--- src/rtl/gpr_pkg.sv ---
package gpr_pkg;
    localparam int unsigned GPR_IDXW = 5;
    localparam logic [5:0] ADD_OPCODE = 6'b000011;

    typedef struct packed {
        logic                hit;
        logic [GPR_IDXW-1:0] dst;
        logic [GPR_IDXW-1:0] src;
    } add_dec_t;
endpackage

--- src/rtl/gpr_add_decode.sv ---
module gpr_add_decode
    import gpr_pkg::*;
(
    input  logic        instr_valid,
    input  logic [15:0] instr,
    output add_dec_t    dec
);
    // Destination field is contiguous; source field is split around it.
    always_comb begin
        dec.hit = instr_valid && (instr[15:10] == ADD_OPCODE);
        dec.dst = instr[8:4];
        dec.src = {instr[9], instr[3:0]};
    end
endmodule

--- src/rtl/gpr_bus_map.sv ---
module gpr_bus_map #(
    parameter int unsigned AW   = 16,
    parameter int unsigned NREG = 32
) (
    input  logic [AW-1:0] bus_addr,
    input  logic          bus_rd,
    input  logic          bus_wr,
    output logic          reg_hit,
    output logic          reg_we,
    output logic          ext_rd,
    output logic          ext_wr
);
    localparam logic [AW-1:0] REG_LIMIT = AW'(NREG);

    always_comb begin
        reg_hit = (bus_addr < REG_LIMIT);
        reg_we  = reg_hit && bus_wr;
        ext_wr  = !reg_hit && bus_wr;
        ext_rd  = !reg_hit && bus_rd;
    end
endmodule

--- src/rtl/gpr_storage.sv ---
module gpr_storage #(
    parameter int unsigned NREG = 32,
    parameter int unsigned DW   = 8,
    parameter int unsigned NRD  = 4
) (
    input  logic                             clk,
    input  logic                             rst,
    input  logic [NRD-1:0][$clog2(NREG)-1:0] rd_idx,
    output logic [NRD-1:0][DW-1:0]           rd_data,
    input  logic                             alu_we,
    input  logic [$clog2(NREG)-1:0]          alu_idx,
    input  logic [DW-1:0]                    alu_data,
    input  logic                             alu_carry,
    input  logic                             bus_we,
    input  logic [$clog2(NREG)-1:0]          bus_idx,
    input  logic [DW-1:0]                    bus_data,
    output logic                             carry_q
);
    typedef struct packed {
        logic [NREG-1:0][DW-1:0] regs;
        logic                    carry;
    } st_t;

    st_t st_d, st_q;

    always_comb begin
        st_d = st_q;
        if (bus_we) begin
            st_d.regs[bus_idx] = bus_data;
        end
        // Arithmetic write-back comes last so it wins a same-register clash.
        if (alu_we) begin
            st_d.regs[alu_idx] = alu_data;
            st_d.carry         = alu_carry;
        end
    end

    always_ff @(posedge clk) begin
        if (rst) begin
            st_q <= '0;
        end else begin
            st_q <= st_d;
        end
    end

    for (genvar p = 0; p < NRD; p++) begin : g_rd
        assign rd_data[p] = st_q.regs[rd_idx[p]];
    end

    assign carry_q = st_q.carry;

    assert_reset_clear_R1: assert property (@(posedge clk)
        rst |=> (st_q.regs == '0 && st_q.carry == 1'b0));

    assert_bus_store_R6: assert property (@(posedge clk) disable iff (rst)
        (bus_we && !(alu_we && alu_idx == bus_idx))
        |=> st_q.regs[$past(bus_idx)] == $past(bus_data));

    assert_alu_wins_R7: assert property (@(posedge clk) disable iff (rst)
        (alu_we && bus_we && alu_idx == bus_idx)
        |=> st_q.regs[$past(alu_idx)] == $past(alu_data));
endmodule

--- src/rtl/gpr_bank_top.sv ---
module gpr_bank_top
    import gpr_pkg::*;
#(
    parameter int unsigned NREG = 32,
    parameter int unsigned DW   = 8,
    parameter int unsigned AW   = 16
) (
    input  logic                      clk,
    input  logic                      rst,
    input  logic                      instr_valid,
    input  logic [15:0]               instr,
    input  logic [$clog2(NREG)-2:0]   upper_sel,
    output logic [DW-1:0]             upper_data,
    input  logic [AW-1:0]             bus_addr,
    input  logic                      bus_rd,
    input  logic                      bus_wr,
    input  logic [DW-1:0]             bus_wdata,
    output logic [DW-1:0]             bus_rdata,
    output logic [AW-1:0]             ext_addr,
    output logic                      ext_rd,
    output logic                      ext_wr,
    output logic [DW-1:0]             ext_wdata,
    input  logic [DW-1:0]             ext_rdata,
    output logic                      carry_q
);
    localparam int unsigned IDXW = $clog2(NREG);
    localparam int unsigned NRD  = 4;
    localparam int unsigned P_DST = 0;
    localparam int unsigned P_SRC = 1;
    localparam int unsigned P_BUS = 2;
    localparam int unsigned P_UPR = 3;

    add_dec_t                   dec;
    logic                       reg_hit, reg_we;
    logic [NRD-1:0][IDXW-1:0]   rd_idx;
    logic [NRD-1:0][DW-1:0]     rd_data;
    logic [DW:0]                sum;

    gpr_add_decode u_dec (
        .instr_valid (instr_valid),
        .instr       (instr),
        .dec         (dec)
    );

    gpr_bus_map #(.AW(AW), .NREG(NREG)) u_map (
        .bus_addr (bus_addr),
        .bus_rd   (bus_rd),
        .bus_wr   (bus_wr),
        .reg_hit  (reg_hit),
        .reg_we   (reg_we),
        .ext_rd   (ext_rd),
        .ext_wr   (ext_wr)
    );

    always_comb begin
        rd_idx[P_DST] = dec.dst;
        rd_idx[P_SRC] = dec.src;
        rd_idx[P_BUS] = bus_addr[IDXW-1:0];
        rd_idx[P_UPR] = {1'b1, upper_sel};
        sum           = {1'b0, rd_data[P_DST]} + {1'b0, rd_data[P_SRC]};
    end

    gpr_storage #(.NREG(NREG), .DW(DW), .NRD(NRD)) u_regs (
        .clk       (clk),
        .rst       (rst),
        .rd_idx    (rd_idx),
        .rd_data   (rd_data),
        .alu_we    (dec.hit),
        .alu_idx   (dec.dst),
        .alu_data  (sum[DW-1:0]),
        .alu_carry (sum[DW]),
        .bus_we    (reg_we),
        .bus_idx   (bus_addr[IDXW-1:0]),
        .bus_data  (bus_wdata),
        .carry_q   (carry_q)
    );

    assign ext_addr   = bus_addr;
    assign ext_wdata  = bus_wdata;
    assign bus_rdata  = reg_hit ? rd_data[P_BUS] : ext_rdata;
    assign upper_data = rd_data[P_UPR];

    assert_add_carry_R4: assert property (@(posedge clk) disable iff (rst)
        dec.hit |=> carry_q == $past(sum[DW]));

    assert_carry_hold_R8: assert property (@(posedge clk) disable iff (rst)
        !dec.hit |=> $stable(carry_q));

    always_comb begin
        assert_one_target_R5: assert (!(reg_we && ext_wr));
    end
endmodule

--- config.mk ---
export PLATFORM = sky130hd
export DESIGN_NAME = gpr_bank_top
export DESIGN_NICKNAME = d
export VERILOG_FILES = /design/src/rtl/gpr_pkg.sv /design/src/rtl/gpr_add_decode.sv /design/src/rtl/gpr_bus_map.sv /design/src/rtl/gpr_storage.sv /design/src/rtl/gpr_bank_top.sv
export SDC_FILE = /design/constraint.sdc
export NUM_CORES = 1
export LEC_CHECK = 0
export CELL_PAD_IN_SITES_DETAIL_PLACEMENT = 1
export CELL_PAD_IN_SITES_GLOBAL_PLACEMENT = 1
export CORE_MARGIN = 5
export CORE_UTILIZATION = 50
export CTS_BUF_LIST = sky130_fd_sc_hd__clkbuf_8
export CTS_CLUSTER_SIZE = 28
export DETAILED_ROUTE_END_ITERATION = 10
export PLACE_DENSITY_LB_ADDON = 0.1
export SYNTH_ARGS = -nofsm -noshare
export SYNTH_HDL_FRONTEND = slang
export SYNTH_SLANG_ARGS = --single-unit
export TNS_END_PERCENT = 10
--- constraint.sdc ---
create_clock -name clk -period 5.7 [get_ports clk]
set_clock_uncertainty 0.2 [all_clocks]
set_input_delay 0.855 -clock clk [delete_from_list [all_inputs] [get_ports clk]]
set_output_delay 0.855 -clock clk [all_outputs]
set_load 0.02 [all_outputs]
=== After elaboration in Yosys (flattened, before gate mapping) ===
Cells that the tools add are included.

* Register bits after elaboration: 257
* Input port bits: 57
* Output and inout bits: 43
* Logic and storage cells: 66

* Add/subtract/negate cells: 1
* $lt $le $gt $ge: 7
* Equality and inequality tests: 1
* Multiplexer cells: 17
* Reduce and logical (&&, ||, !) cells: 7

{| class="wikitable"
|+ Operators with widths
! kind !! count
|-
| $bwmux W256 || 2
|-
| $mux W257 || 1
|-
| $mux W256 || 1
|-
| $bmux W8 S5 || 3
|-
| $demux W8 S5 || 2
|-
| $mux W8 || 7
|-
| $bmux W8 S4 || 1
|-
| $lt A5 B6 Y1 const B || 4
|-
| $lt A16 B6 Y1 const B || 1
|-
| $ge A5 B1 Y1 const B || 2
|-
| $add A8 B8 Y9 || 1
|-
| $eq A6 B2 Y1 const B || 1
|-
| $logic_and A1 B1 Y1 || 6
|-
| $logic_not A1 Y1 || 1
|}

=== Logic depth before layout (Yosys ltp) ===
Gate-level depths: netlist (run 1).

* Word-level depth: 8
* Mapped depth: 17
* Gate-level depth less buffers: 13

=== Cells and area by module ===
From an unflattened synthesis (run 1), not the netlist that was laid out.

* Cell total of the unflattened synthesis: 2157
* Area, all modules: 21520.6 sq um

{| class="wikitable"
|+ By module, submodules not included
! module !! times used !! cells each !! area an instance (sq um) !! seq. area each (sq um)
|-
| gpr_storage || 1 || 2059 || 20753.7 || 5144.9
|-
| gpr_bank_top || 1 || 76 || 601.8 || 0.0
|-
| gpr_add_decode || 1 || 13 || 98.8 || 0.0
|-
| gpr_bus_map || 1 || 9 || 66.3 || 0.0
|}

=== Worst setup path before layout (run 1) ===
OpenSTA, ideal clock, no wires.

* Path type: input -> register
* Start point: in instr[4]
* End point: reg u_regs.st_q[39] (netlist bit)
* Library setup time: 0.076 ns
* Data arrival time: 4.646 ns
* Required time: 5.424 ns
* Path slack: 0.779 ns
* Stages on the path: 16
* Buffers on the path: 4
* Cell sequence: buf_2 -> buf_1 -> clkbuf_1 -> mux4_2 -> a22oi_1 -> nand4_1 -> ha_1 -> inv_1 -> fa_1 -> nor2b_1 -> o31a_1 -> o21a_1 -> o21a_1 -> or3_1 -> clkbuf_1 -> o22ai_1

* Longest elaborated chain between the ends: 6
* Elaborated cells on any way between the ends: 10
* Those cells by class: add/sub: 1; order compare: 2; mux: 6; reduce/logical: 1

{| class="wikitable"
|+ RTL lines
! element !! line !! RTL
|-
| start: declaration || gpr_bank_top.sv:11 || <nowiki>input logic [15:0] instr,</nowiki>
|-
| branches (longest 4 deep; another with $add A8 B8 Y9) || -- ||
|-
| $bwmux W256 (*) || gpr_storage.sv:33 || <nowiki>st_d.regs[alu_idx] = alu_data;</nowiki>
|-
| $mux W257 (*) || gpr_storage.sv:32 || <nowiki>if (alu_we) begin</nowiki>
|-
| end signal: assignment || gpr_storage.sv:42 || <nowiki>st_q <= st_d;</nowiki>
|-
| end: declaration || gpr_storage.sv:24 || <nowiki>st_t st_d, st_q;</nowiki>
|}

Every way passes the cells marked *. The select of a mux whose other input is x is not followed.
A chain may end at the register's enable or synchronous reset.

=== Worst setup path in the final report (run 1) ===
* Start point: in bus_addr[2]
* End point: out bus_rdata[3]

* Longest elaborated chain between the ends: 3
* Elaborated cells on any way between the ends: 4
* Those cells by class: order compare: 1; mux: 3

{| class="wikitable"
|+ RTL lines
! element !! line !! RTL
|-
| start: declaration || gpr_bank_top.sv:14 || <nowiki>input logic [AW-1:0] bus_addr,</nowiki>
|-
| branches (longest 2 deep; another with $lt A16 B6 Y1) || -- ||
|-
| $mux W8 (*) || gpr_bank_top.sv:80 || <nowiki>assign bus_rdata = reg_hit ? rd_data[P_BUS] : ext_rdata;</nowiki>
|-
| end: declaration || gpr_bank_top.sv:18 || <nowiki>output logic [DW-1:0] bus_rdata,</nowiki>
|}

Marked as above.

==> impl_metrics.xml, run 1 <==
<?xml version="1.0" encoding="UTF-8"?>
<metrics>
  <group name="global_routing">
    <metric name="initial_antenna_violation_count" unit="">3</metric>
    <metric name="globalRouteMet3Util" unit="">0.154</metric>
    <metric name="wire_length_of_the_first_global_routing_pass" unit="um">136000</metric>
    <metric name="grt_util_met2" unit="">0.590</metric>
    <metric name="groute.usage.overall" unit="">0.422</metric>
    <metric name="grt_max_degree" unit="">115</metric>
    <metric name="gr-total-overflow" unit="">0</metric>
    <metric name="gr_peak_layer" unit="">met2</metric>
    <metric name="grt_util_met1" unit="">0.575</metric>
    <metric name="number_of_global_route_vias_before_repair" unit="">19200</metric>
  </group>
  <group name="min_path">
    <metric name="worstHoldPathCells" unit="">2</metric>
    <metric name="timing.hold.worst.class" unit="">reg -&gt; reg</metric>
  </group>
  <group name="synthesis">
    <metric name="synth-main-ff-cell" unit="">dfxtp_1</metric>
    <metric name="synth.cell_area" unit="um^2">19500</metric>
    <metric name="syn_avg_cell_area" unit="um^2">10.1</metric>
    <metric name="postSynthRegisterBits" unit="">257</metric>
    <metric name="synth_nets" unit="">1990</metric>
    <metric name="cells_after_synthesis" unit="">1924</metric>
    <metric name="synth.lib_cells_used.distinct" unit="">57</metric>
    <metric name="synth_enable_flop_cells" unit="">0</metric>
    <metric name="synth_sequential_area_ratio" unit="">0.263</metric>
    <metric name="ffs_w_async_s_r_synth" unit="">0</metric>
    <metric name="ys_warn_count" unit="">0</metric>
  </group>
  <group name="setup_path">
    <metric name="timing.reg2reg.setup_slack" unit="ns">1.53</metric>
    <metric name="path_buf_inv" unit="">3</metric>
    <metric name="timing.critical_path.slowest_cell_delay" unit="ns">0.76</metric>
    <metric name="cp_data_arrival_time" unit="ns">4.32</metric>
    <metric name="path_max_fanout" unit="">12</metric>
    <metric name="r2r_cells" unit="">14</metric>
    <metric name="timing.critical_path.slowest_stage_cell" unit="">clkdlybuf4s50_1</metric>
    <metric name="worst_setup_path_end_kind" unit="">output port</metric>
    <metric name="crit_path_start_kind" unit="">input port</metric>
    <metric name="crit_path_cell_trace" unit="">clkdlybuf4s50_1 &gt; nand4bb_1 &gt; o22ai_1 &gt; nor4_1 &gt; buf_4 &gt; nand3_1 &gt; a2111oi_0 &gt; a21oi_1 &gt; clkdlybuf4s50_1</metric>
    <metric name="cp.required" unit="ns">4.64</metric>
    <metric name="cp_num_cells" unit="">9</metric>
    <metric name="timing.setup.critical_path_class" unit="">in -&gt; out</metric>
    <metric name="timing.critical_path.mode_cell" unit="">clkdlybuf4s50_1</metric>
    <metric name="path_delay_family" unit="">buffers and inverters</metric>
  </group>
  <group name="sta">
    <metric name="period_needed" unit="ns">5.38</metric>
    <metric name="max_clock_freq" unit="MHz">186</metric>
    <metric name="maxSlewViolCount" unit="">0</metric>
    <metric name="sum_of_negative_setup_slack" unit="ns">0</metric>
    <metric name="min_period_over_period" unit="">0.944</metric>
    <metric name="finalHoldViolations" unit="">0</metric>
    <metric name="rsz0062_at_grt" unit="">false</metric>
    <metric name="final.hold.worst_slack" unit="ns">0.377</metric>
    <metric name="transition_at_the_pin_with_the_smallest_max_transition_slack" unit="ns">1.02</metric>
    <metric name="timing.max_slew.rel_slack" unit="">0.317</metric>
    <metric name="final-setup-viol-count" unit="">0</metric>
  </group>
  <group name="place">
    <metric name="io_buffer_count" unit="">99</metric>
    <metric name="post-dp-hpwl" unit="um">66100</metric>
    <metric name="gpl.final_weighted_congestion" unit="">1.08</metric>
    <metric name="dp.cells" unit="">2436</metric>
  </group>
  <group name="finish">
    <metric name="most_common_cell_after_layout_fill_and_taps_aside" unit="">mux2i_1</metric>
    <metric name="final_net_count" unit="">2035</metric>
    <metric name="layout-area-overhead-vs-synth" unit="%">14.5</metric>
    <metric name="most_used_cells_in_the_layout_excluding_fill_and_tap_cells" unit="">mux2i_1 (261), dfxtp_1 (257), mux4_2 (209)</metric>
    <metric name="final_core_util" unit="">0.579</metric>
    <metric name="final_cell_count_no_fill" unit="">2522</metric>
    <metric name="drive_gt1_frac" unit="">0.231</metric>
  </group>
  <group name="clock_network">
    <metric name="worstSkewPairLatency" unit="ns">0.66</metric>
    <metric name="post_cts_repair_setup_buffers" unit="">0</metric>
    <metric name="cts.clk_slew.worst_paths" unit="ns">0.06</metric>
    <metric name="ctsHoldBuffers" unit="">0</metric>
    <metric name="tritoncts_num_sinks" unit="">257</metric>
    <metric name="cts_tree" unit="">yes</metric>
    <metric name="h-tree-depth" unit="">2</metric>
    <metric name="tritoncts_buffer_count" unit="">49</metric>
    <metric name="cts-root-to-sink-buffers" unit="">3</metric>
    <metric name="cts.repair.resized" unit="">0</metric>
    <metric name="cts_root_buf" unit="">clkbuf_8</metric>
  </group>
  <group name="power_and_ir_drop">
    <metric name="power-per-cell-area" unit="nW/um^2">205</metric>
    <metric name="maximum_vdd_drop" unit="uV">192</metric>
    <metric name="power_leakage" unit="uW">0.00759</metric>
    <metric name="post-layout-total-power" unit="uW">4590</metric>
  </group>
  <group name="die">
    <metric name="pin_count" unit="">100</metric>
    <metric name="floorplan.initialDensity" unit="">0.505</metric>
    <metric name="core_area" unit="um^2">38600</metric>
    <metric name="die_area" unit="um^2">43100</metric>
    <metric name="die_width" unit="um">208</metric>
    <metric name="num_rows" unit="">72</metric>
    <metric name="die_h" unit="um">208</metric>
  </group>
  <group name="route">
    <metric name="routed-via-count" unit="">19500</metric>
    <metric name="detail_route.wirelength" unit="um">94700</metric>
    <metric name="drt_pre_antenna_iters" unit="">5</metric>
    <metric name="route.antenna.remaining_nets" unit="">0</metric>
    <metric name="post-route-drc-count" unit="">0</metric>
    <metric name="detail_route.iter0.violations" unit="">3098</metric>
    <metric name="routed_via_density" unit="">7.74</metric>
    <metric name="avgRoutedWirePerCell" unit="um">37.5</metric>
  </group>
  <group name="run">
    <metric name="max_cap_viol_count" unit="">0</metric>
  </group>
  <group name="run_status">
    <metric name="run_status" unit="">completed</metric>
  </group>
</metrics>
-- worst paths after layout --
kind,endpoint,start
max,bus_rdata[3],bus_addr[2]
min,u_regs.st_q[124],u_regs.st_q[124]
max reg2reg,u_regs.st_q[40],u_regs.st_q[114]
min reg2reg,u_regs.st_q[124],u_regs.st_q[124]
-- logic make-up after synthesis --
family,after synthesis,share of synthesized area
AOI/OAI and AO/OA,515,0.174
muxes,493,0.388
and+or+nand+nor,425,0.118
DFF,257,0.263
buffers and inverters,221,0.0479
adders and majority gates,9,0.00615
xor gates and xnor gates,4,0.00179
-- per-stage QoR --
| stage | cell area (um^2) | setup WS [ns] |
|---|---|---|
| floorplan | 19500 | 0.779 |
| global route | 22400 | 0.129 |
| finish | 22400 | 0.320 |
| CTS | 22400 | 0.366 |
| detailed placement | 21200 | 0.380 |
| global placement | 21200 | 0.496 |
-- worst reg2reg max path, delay by kind of cell, from the launching register on --
kind | cells | cell delay, ns
adder cells (fa/ha/maj) | 1 | 0.29
XOR/XNOR | 1 | 0.18
AND/OR/NAND/NOR | 2 | 0.40
multiplexers | 2 | 1.10
flip-flops | 1 | 0.38
AO/OA/AOI/OAI | 5 | 0.95
buffers and inverters | 3 | 0.47
-- where the power goes --
part	switching (uW)	total [uW]	internal, uW
clock network	895	2160	1270
logic	409	623	215
registers	0.950	1800	1800
-- cells in the mapped netlist (6+ instances only) --
master / instances / area share
a22oi_1: 40 / 0.015
ha_1: 8 / 0.0051
mux2_2: 23 / 0.013
buf_1: 33 / 0.0063
clkbuf_1: 140 / 0.027
buf_4: 24 / 0.0092
nor2b_1: 35 / 0.011
dfxtp_1: 257 / 0.26
inv_1: 10 / 0.0019
and3_1: 8 / 0.0026
mux2i_1: 261 / 0.13
nand3_1: 48 / 0.012
buf_2: 13 / 0.0033
mux4_2: 209 / 0.24
nand2b_1: 7 / 0.0022
o22ai_1: 28 / 0.0090
nand4_1: 15 / 0.0048
o21ai_0: 71 / 0.018
nor3_1: 48 / 0.012
a311o_1: 18 / 0.0092
a21o_1: 95 / 0.037
or3_1: 65 / 0.021
a21oi_1: 123 / 0.032
o21a_1: 10 / 0.0038
nor2_1: 102 / 0.020
a211oi_1: 110 / 0.042
nor2_2: 28 / 0.0090
nand2_1: 29 / 0.0056
and2_1: 6 / 0.0019
-- flip-flops by register name, summed over array words and instances, names as in the netlist --
name / cells
u_regs.st_q: 256
u_regs.carry_q: 1
-- routing by layer --
metal  part of all wire  vias up
met2               0.41     1688
li1                   -     7656
met3               0.15      360
met4              0.062        2
met5            0.00013        -
met1               0.37     9823
-- cell type report --
class,instances,area [um^2]
sequential,257,5140
timing repair buffer,204,1890
antenna,1,2.50
inverter,11,41.3
clock buffer,64,881
multi-input combinational,1446,13500
clock inverter,21,248
fill,4185,16300
tap,518,648
Note: power is estimated with default switching activity, not from simulation.
==> inputs of run 2 (changes only) <==
--- a/config.mk
+++ b/config.mk
@@ -13,6 +13,7 @@
 export CTS_CLUSTER_SIZE = 28
 export DETAILED_ROUTE_END_ITERATION = 10
 export PLACE_DENSITY_LB_ADDON = 0.1
+export RECOVER_POWER = 100
 export SYNTH_ARGS = -nofsm -noshare
 export SYNTH_HDL_FRONTEND = slang
 export SYNTH_SLANG_ARGS = --single-unit
==> run 2 against run 1 <==
Compared with the run above:
- the flow now finishes with violations (max-capacitance violations, max-slew violations)
- first-iteration DRC count increased by 3.6%
- total power decreased by 0.38%
- via count decreased by 0.23%
- global-route usage unchanged
- critical endpoint is now u_regs.st_q[152]
- largest cell class unchanged
==> impl_metrics.xml, run 2 (same netlist as run 1, synthesis figures left out) <==
<?xml version="1.0" encoding="UTF-8"?>
<metrics>
  <group name="setup_path">
    <metric name="reg2reg_from" unit="">u_regs.st_q[114]</metric>
    <metric name="worst_setup_path_end_kind" unit="">flip-flop</metric>
    <metric name="timing.reg2reg.setup_slack" unit="ns">1.27</metric>
    <metric name="cp.required" unit="ns">5.97</metric>
    <metric name="cp_data_arrival_time" unit="ns">5.82</metric>
    <metric name="path_max_fanout" unit="">14</metric>
    <metric name="timing.setup.critical_path_class" unit="">in -&gt; reg</metric>
    <metric name="worstSetupEndpoint" unit="">u_regs.st_q[152]</metric>
    <metric name="crit_path_start_kind" unit="">input port</metric>
    <metric name="regToRegEndpoint" unit="">u_regs.st_q[152]</metric>
    <metric name="setup.worst_path.start" unit="">instr[7]</metric>
    <metric name="r2r_cells" unit="">14</metric>
  </group>
  <group name="route">
    <metric name="detail_route.iter0.violations" unit="">3211</metric>
    <metric name="drt_pre_antenna_iters" unit="">6</metric>
    <metric name="route.antenna.remaining_nets" unit="">0</metric>
    <metric name="routed-via-count" unit="">19500</metric>
    <metric name="routed_via_density" unit="">7.72</metric>
    <metric name="avgRoutedWirePerCell" unit="um">37.4</metric>
    <metric name="detail_route.wirelength" unit="um">94500</metric>
    <metric name="post-route-drc-count" unit="">0</metric>
  </group>
  <group name="sta">
    <metric name="min_period_over_period" unit="">0.974</metric>
    <metric name="sum_of_negative_setup_slack" unit="ns">0</metric>
    <metric name="finalHoldViolations" unit="">0</metric>
    <metric name="max_clock_freq" unit="MHz">180</metric>
    <metric name="final-setup-viol-count" unit="">0</metric>
    <metric name="layout_setup_ws" unit="ns">0.150</metric>
    <metric name="timing.max_slew.rel_slack" unit="">-0.827</metric>
    <metric name="transition_at_the_pin_with_the_smallest_max_transition_slack" unit="ns">2.74</metric>
    <metric name="maxSlewViolCount" unit="">238</metric>
    <metric name="rsz0062_at_grt" unit="">false</metric>
    <metric name="final.hold.worst_slack" unit="ns">0.375</metric>
    <metric name="period_needed" unit="ns">5.55</metric>
  </group>
  <group name="place">
    <metric name="worst_slack_at_placement" unit="ns">0.380</metric>
    <metric name="io_buffer_count" unit="">99</metric>
    <metric name="gpl.final_weighted_congestion" unit="">1.08</metric>
    <metric name="post-dp-hpwl" unit="um">66100</metric>
    <metric name="placement.cell_area" unit="um^2">21200</metric>
  </group>
  <group name="finish">
    <metric name="largest_register_ff_count" unit="">256</metric>
    <metric name="fillerInstances" unit="">4205</metric>
    <metric name="most_used_cells_in_the_layout_excluding_fill_and_tap_cells" unit="">mux2i_1 (261), dfxtp_1 (257), mux4_2 (209)</metric>
    <metric name="layout.cell_area.non_filler" unit="um^2">22200</metric>
    <metric name="final_net_count" unit="">2035</metric>
    <metric name="most_common_cell_after_layout_fill_and_taps_aside" unit="">mux2i_1</metric>
    <metric name="top_reg_by_flops" unit="">u_regs.st_q</metric>
    <metric name="drive_gt1_frac" unit="">0.214</metric>
    <metric name="layout-area-overhead-vs-synth" unit="%">13.7</metric>
  </group>
  <group name="clock_network">
    <metric name="cts_tree" unit="">yes</metric>
    <metric name="cts_root_buf" unit="">clkbuf_8</metric>
    <metric name="post_cts_repair_setup_buffers" unit="">0</metric>
    <metric name="cts-root-to-sink-buffers" unit="">3</metric>
    <metric name="cts.clk_slew.worst_paths" unit="ns">0.06</metric>
    <metric name="worstSkewPairLatency" unit="ns">0.66</metric>
    <metric name="h-tree-depth" unit="">2</metric>
    <metric name="ctsHoldBuffers" unit="">0</metric>
    <metric name="cts.repair.resized" unit="">0</metric>
    <metric name="tritoncts_num_sinks" unit="">257</metric>
    <metric name="tritoncts_buffer_count" unit="">49</metric>
  </group>
  <group name="min_path">
    <metric name="timing.hold.worst.class" unit="">reg -&gt; reg</metric>
  </group>
  <group name="die">
    <metric name="die_area" unit="um^2">43100</metric>
    <metric name="die_width" unit="um">208</metric>
    <metric name="num_rows" unit="">72</metric>
    <metric name="die_h" unit="um">208</metric>
    <metric name="core_area" unit="um^2">38600</metric>
    <metric name="pin_count" unit="">100</metric>
    <metric name="floorplan.initialDensity" unit="">0.505</metric>
  </group>
  <group name="run">
    <metric name="max_cap_viol_count" unit="">7</metric>
  </group>
  <group name="run_status">
    <metric name="run_status" unit="">complete, but fails checks</metric>
    <metric name="violated_checks" unit="">max-capacitance violations, max-slew violations</metric>
  </group>
  <group name="global_routing">
    <metric name="gr-total-overflow" unit="">0</metric>
    <metric name="number_of_global_route_vias_before_repair" unit="">19200</metric>
    <metric name="groute.usage.overall" unit="">0.422</metric>
    <metric name="wire_length_of_the_first_global_routing_pass" unit="um">136000</metric>
    <metric name="initial_antenna_violation_count" unit="">3</metric>
    <metric name="grt_max_degree" unit="">115</metric>
  </group>
  <group name="power_and_ir_drop">
    <metric name="power-per-cell-area" unit="nW/um^2">206</metric>
    <metric name="power_leakage" unit="uW">0.00752</metric>
    <metric name="maximum_vdd_drop" unit="uV">194</metric>
  </group>
</metrics>
run 2: cell count changes in the layout (fill, tap and decap cells not counted):
| cell | delta |
|---|---|
| buf_4 | -25 |
| and2_1 | -2 |
| clkbuf_2 | +6 |
| clkdlybuf4s50_1 | -27 |
| nor3_1 | +1 |
| diode_2 | +2 |
| dlygate4sd3_1 | +27 |
| nor2_1 | +11 |
| and2_0 | +2 |
| clkbuf_1 | +22 |
| buf_12 | -3 |
| nor3_2 | -1 |
| nor2_2 | -11 |
run 2: final cells by class:
type	count	area, um^2	share of cell area
Antenna cell	3	7.51	0.000338
Inverter	11	41.3	0.00186
Sequential cell	257	5140	0.232
Clock buffer	64	881	0.0397
Timing Repair Buffer	204	1760	0.0792
Multi-Input combinational cell	1446	13500	0.607
Tap cell	518	648	0.0292
Clock inverter	21	248	0.0112
run 2: layer usage:
layer / share of wire / GRT usage / vias up
met4: 0.065 / 0.216 / 2
li1: - / - / 7672
met2: 0.41 / 0.590 / 1566
met1: 0.38 / 0.575 / 9899
met3: 0.15 / 0.154 / 345
met5: 0.00013 / 0 / -
run 2: metrics by stage:
step	cells	power, uW	util
finish	2524	4570	0.574
detailed placement	2436	2440	0.549
CTS	2521	4570	0.579
global placement	2436	2430	0.549
global route	2521	4660	0.574
floorplan	1924	2170	-
run 2: worst min path at each step:
stage                     from              end  slack (ns)  depth (start not counted)
2_1_floorplan  u_regs.st_q[33]  u_regs.st_q[33]        0.29                          2
3_3_place_gp    u_regs.carry_q   u_regs.carry_q        0.31                          2
3_5_place_dp    u_regs.carry_q   u_regs.carry_q        0.32                          2
4_1_cts         u_regs.st_q[2]   u_regs.st_q[2]        0.37                          2
5_1_grt         u_regs.carry_q   u_regs.carry_q        0.38                          2
6_report        u_regs.carry_q   u_regs.carry_q        0.38                          2
run 2: critical path: stages:
cell,delay [ns]
dlygate4sd3_1,0.53
clkbuf_1,1.05
nor2_1,0.18
and2_0,0.48
a22oi_1,0.31
and4_1,0.26
inv_1,0.05
ha_1,0.27
a21o_1,0.20
a41oi_1,0.20
o21ai_0,0.17
o31ai_1,0.24
clkbuf_1,0.23
xor2_4,0.20
clkbuf_1,0.43
a211oi_1,0.14
run 2: report_power, final:
| group | total [uW] | switching, uW | internal [uW] |
|---|---|---|---|
| Clock | 2160 | 894 | 1270 |
| Combinational | 607 | 406 | 201 |
| Sequential | 1800 | 0.943 | 1800 |
==> inputs of run 3 (changes only) <==
--- a/config.mk
+++ b/config.mk
@@ -5,14 +5,11 @@
 export SDC_FILE = /design/constraint.sdc
 export NUM_CORES = 1
 export LEC_CHECK = 0
-export CELL_PAD_IN_SITES_DETAIL_PLACEMENT = 1
-export CELL_PAD_IN_SITES_GLOBAL_PLACEMENT = 1
 export CORE_MARGIN = 5
-export CORE_UTILIZATION = 50
+export CORE_UTILIZATION = 40
 export CTS_BUF_LIST = sky130_fd_sc_hd__clkbuf_8
 export CTS_CLUSTER_SIZE = 28
 export DETAILED_ROUTE_END_ITERATION = 10
-export PLACE_DENSITY_LB_ADDON = 0.1
 export RECOVER_POWER = 100
 export SYNTH_ARGS = -nofsm -noshare
 export SYNTH_HDL_FRONTEND = slang
==> run 3 against run 2 <==
Compared with the run above:
- routed wire length is 3.4% lower
- register-to-register slack gained 0.35 ns
- first-iteration DRC count fell by 15%
- non-clock buffer count grew 11
- via count fell by 4.0%
- highest routed layer unchanged
- global-route usage is 8.9 points lower
- the run still ends with max-capacitance violations, max-slew violations left
- fmax fell by 1.9%
- hold slack worse by 0.063 ns
- utilization shrank 12 points
- sequential cell count stayed put
==> impl_metrics.xml, run 3 (same netlist as run 1, synthesis figures left out) <==
<?xml version="1.0" encoding="UTF-8"?>
<metrics>
  <group name="route">
    <metric name="route.antenna.remaining_nets" unit="">0</metric>
    <metric name="avgRoutedWirePerCell" unit="um">34.7</metric>
    <metric name="detail_route.wirelength" unit="um">91300</metric>
    <metric name="post-route-drc-count" unit="">0</metric>
    <metric name="drt_pre_antenna_iters" unit="">5</metric>
    <metric name="routed-via-count" unit="">18700</metric>
    <metric name="detail_route.iter0.violations" unit="">2737</metric>
    <metric name="routed_via_density" unit="">7.11</metric>
  </group>
  <group name="power_and_ir_drop">
    <metric name="comb_power_share" unit="">0.145</metric>
    <metric name="post-layout-total-power" unit="uW">4100</metric>
    <metric name="power_switching_share" unit="">0.298</metric>
    <metric name="power_leakage" unit="uW">0.00751</metric>
    <metric name="power.share.sequential" unit="">0.438</metric>
    <metric name="netSwitchingPower" unit="uW">1220</metric>
    <metric name="clock_power_share" unit="">0.416</metric>
    <metric name="maximum_vdd_drop" unit="uV">187</metric>
    <metric name="power_report.internal_total" unit="uW">2880</metric>
    <metric name="power-per-cell-area" unit="nW/um^2">185</metric>
  </group>
  <group name="run_status">
    <metric name="violated_checks" unit="">max-capacitance violations, max-slew violations</metric>
    <metric name="run_status" unit="">complete, but fails checks</metric>
  </group>
  <group name="sta">
    <metric name="maxSlewViolCount" unit="">170</metric>
    <metric name="sum_of_negative_setup_slack" unit="ns">0</metric>
    <metric name="max_clock_freq" unit="MHz">177</metric>
    <metric name="rsz0062_at_grt" unit="">false</metric>
    <metric name="min_period_over_period" unit="">0.992</metric>
    <metric name="transition_at_the_pin_with_the_smallest_max_transition_slack" unit="ns">2.81</metric>
    <metric name="timing.max_slew.rel_slack" unit="">-0.872</metric>
    <metric name="final-setup-viol-count" unit="">0</metric>
    <metric name="period_needed" unit="ns">5.66</metric>
    <metric name="finalHoldViolations" unit="">0</metric>
    <metric name="layout_setup_ws" unit="ns">0.0437</metric>
  </group>
  <group name="place">
    <metric name="io_buffer_count" unit="">99</metric>
    <metric name="worst_slack_at_placement" unit="ns">0.0695</metric>
    <metric name="dp.cells" unit="">2551</metric>
    <metric name="gpl.final_weighted_congestion" unit="">1.02</metric>
    <metric name="post-dp-hpwl" unit="um">65900</metric>
    <metric name="placement.cell_area" unit="um^2">21500</metric>
  </group>
  <group name="setup_path">
    <metric name="worst_setup_path_end_kind" unit="">output port</metric>
    <metric name="timing.reg2reg.setup_slack" unit="ns">1.62</metric>
    <metric name="timing.critical_path.slowest_cell_delay" unit="ns">0.65</metric>
    <metric name="path_max_fanout" unit="">24</metric>
    <metric name="crit_path_cell_trace" unit="">clkdlybuf4s50_1 &gt; buf_4 &gt; nand4bb_1 &gt; o22ai_1 &gt; nor4_2 &gt; nand3_1 &gt; a2111oi_0 &gt; buf_4 &gt; a21oi_1 &gt; clkdlybuf4s50_1</metric>
    <metric name="crit_path_start_kind" unit="">input port</metric>
    <metric name="cp_data_arrival_time" unit="ns">4.60</metric>
    <metric name="timing.critical_path.slowest_stage_cell" unit="">a2111oi_0</metric>
    <metric name="timing.setup.critical_path_class" unit="">in -&gt; out</metric>
    <metric name="cp.required" unit="ns">4.64</metric>
    <metric name="path_buf_inv" unit="">4</metric>
    <metric name="path_delay_family" unit="">buffers and inverters</metric>
  </group>
  <group name="finish">
    <metric name="largest_register_ff_count" unit="">256</metric>
    <metric name="fillerInstances" unit="">4691</metric>
    <metric name="top_reg_by_flops" unit="">u_regs.st_q</metric>
    <metric name="most_used_cells_in_the_layout_excluding_fill_and_tap_cells" unit="">mux2i_1 (261), dfxtp_1 (257), mux4_2 (209)</metric>
    <metric name="final_cell_count_no_fill" unit="">2630</metric>
    <metric name="layout-area-overhead-vs-synth" unit="%">13.9</metric>
    <metric name="register_area" unit="um^2">5140</metric>
    <metric name="multi_input_gate_area" unit="um^2">13500</metric>
    <metric name="drive_gt1_frac" unit="">0.222</metric>
    <metric name="final_net_count" unit="">2045</metric>
    <metric name="layout.cell_area.non_filler" unit="um^2">22200</metric>
    <metric name="most_common_cell_after_layout_fill_and_taps_aside" unit="">mux2i_1</metric>
  </group>
  <group name="run">
    <metric name="max_cap_viol_count" unit="">5</metric>
  </group>
  <group name="global_routing">
    <metric name="gr-total-overflow" unit="">0</metric>
    <metric name="grt_max_degree" unit="">129</metric>
    <metric name="number_of_global_route_vias_before_repair" unit="">17900</metric>
    <metric name="initial_antenna_violation_count" unit="">5</metric>
    <metric name="groute.usage.overall" unit="">0.333</metric>
    <metric name="wire_length_of_the_first_global_routing_pass" unit="um">131000</metric>
  </group>
  <group name="clock_network">
    <metric name="cts_root_buf" unit="">clkbuf_8</metric>
    <metric name="h-tree-depth" unit="">2</metric>
    <metric name="worstSkewPairLatency" unit="ns">0.64</metric>
    <metric name="cts-root-to-sink-buffers" unit="">3</metric>
    <metric name="cts.clk_slew.worst_paths" unit="ns">0.06</metric>
    <metric name="cts_tree" unit="">yes</metric>
    <metric name="tritoncts_buffer_count" unit="">48</metric>
    <metric name="tritoncts_num_sinks" unit="">257</metric>
  </group>
  <group name="die">
    <metric name="pin_count" unit="">100</metric>
    <metric name="die_area" unit="um^2">53300</metric>
    <metric name="floorplan.initialDensity" unit="">0.401</metric>
    <metric name="die_h" unit="um">231</metric>
    <metric name="core_area" unit="um^2">48600</metric>
    <metric name="die_width" unit="um">231</metric>
    <metric name="num_rows" unit="">81</metric>
  </group>
  <group name="min_path">
    <metric name="timing.hold.worst.class" unit="">reg -&gt; reg</metric>
  </group>
</metrics>
==> run 3: repair_timing <==
item / in CTS / in global routing
hold buffers: 0 / 0
buffers inserted: 0 / 0
resized for setup: 0 / 2
setup endpoints to repair: 0 / 2
==> run 3: power groups by stage <==
stage / clock [uW] / combinational, uW / sequential, uW
finish: 1710 / 597 / 1800
global route: 1810 / 612 / 1800
CTS: 1720 / 594 / 1800
detailed placement: 0 / 593 / 1840
global placement: 0 / 589 / 1840
floorplan: 0 / 335 / 1840
==> run 3: worst paths after layout <==
check,start,endpoint,cells past startpoint
worst max register to register,u_regs.st_q[90],u_regs.st_q[38],13
worst min-delay path,u_regs.carry_q,u_regs.carry_q,2
worst min register to register,u_regs.carry_q,u_regs.carry_q,2
worst max-delay path,bus_addr[4],bus_rdata[1],10
==> run 3: worst min-delay path, delay by kind of cell, from the launching register on <==
| family | cells | cell delay, ns |
|---|---|---|
| AND/OR/NAND/NOR | 1 | 0.10 |
| flip-flops | 1 | 0.31 |
| AO/OA/AOI/OAI | 1 | 0.06 |
==> run 3: final cells by class <==
cell class | count | area share
Antenna cell | 3 | 0.000338
Clock buffer | 56 | 0.0347
Clock inverter | 20 | 0.00366
Inverter | 11 | 0.00186
Multi-Input combinational cell | 1446 | 0.607
Sequential cell | 257 | 0.231
Tap cell | 622 | 0.0350
Timing Repair Buffer | 215 | 0.0858
==> run 3: through the flow <==
| step | utilization | hold slack, ns |
|---|---|---|
| final | 0.457 | 0.312 |
| after global routing | 0.457 | 0.346 |
| after CTS | 0.459 | 0.315 |
| after detailed placement | 0.442 | 0.306 |
| after global placement | 0.442 | 0.301 |
| after floorplan | - | 0.292 |
==> run 3: routing by layer <==
layer / global-route usage / up-vias / wire, um / part of all wire
met2: 0.511 / 1380 / 40200 / 0.44
li1: - / 7706 / - / -
met5: 0 / - / 63 / 0.00069
met1: 0.448 / 9327 / 35400 / 0.39
met3: 0.0743 / 282 / 10100 / 0.11
met4: 0.160 / 10 / 5550 / 0.061
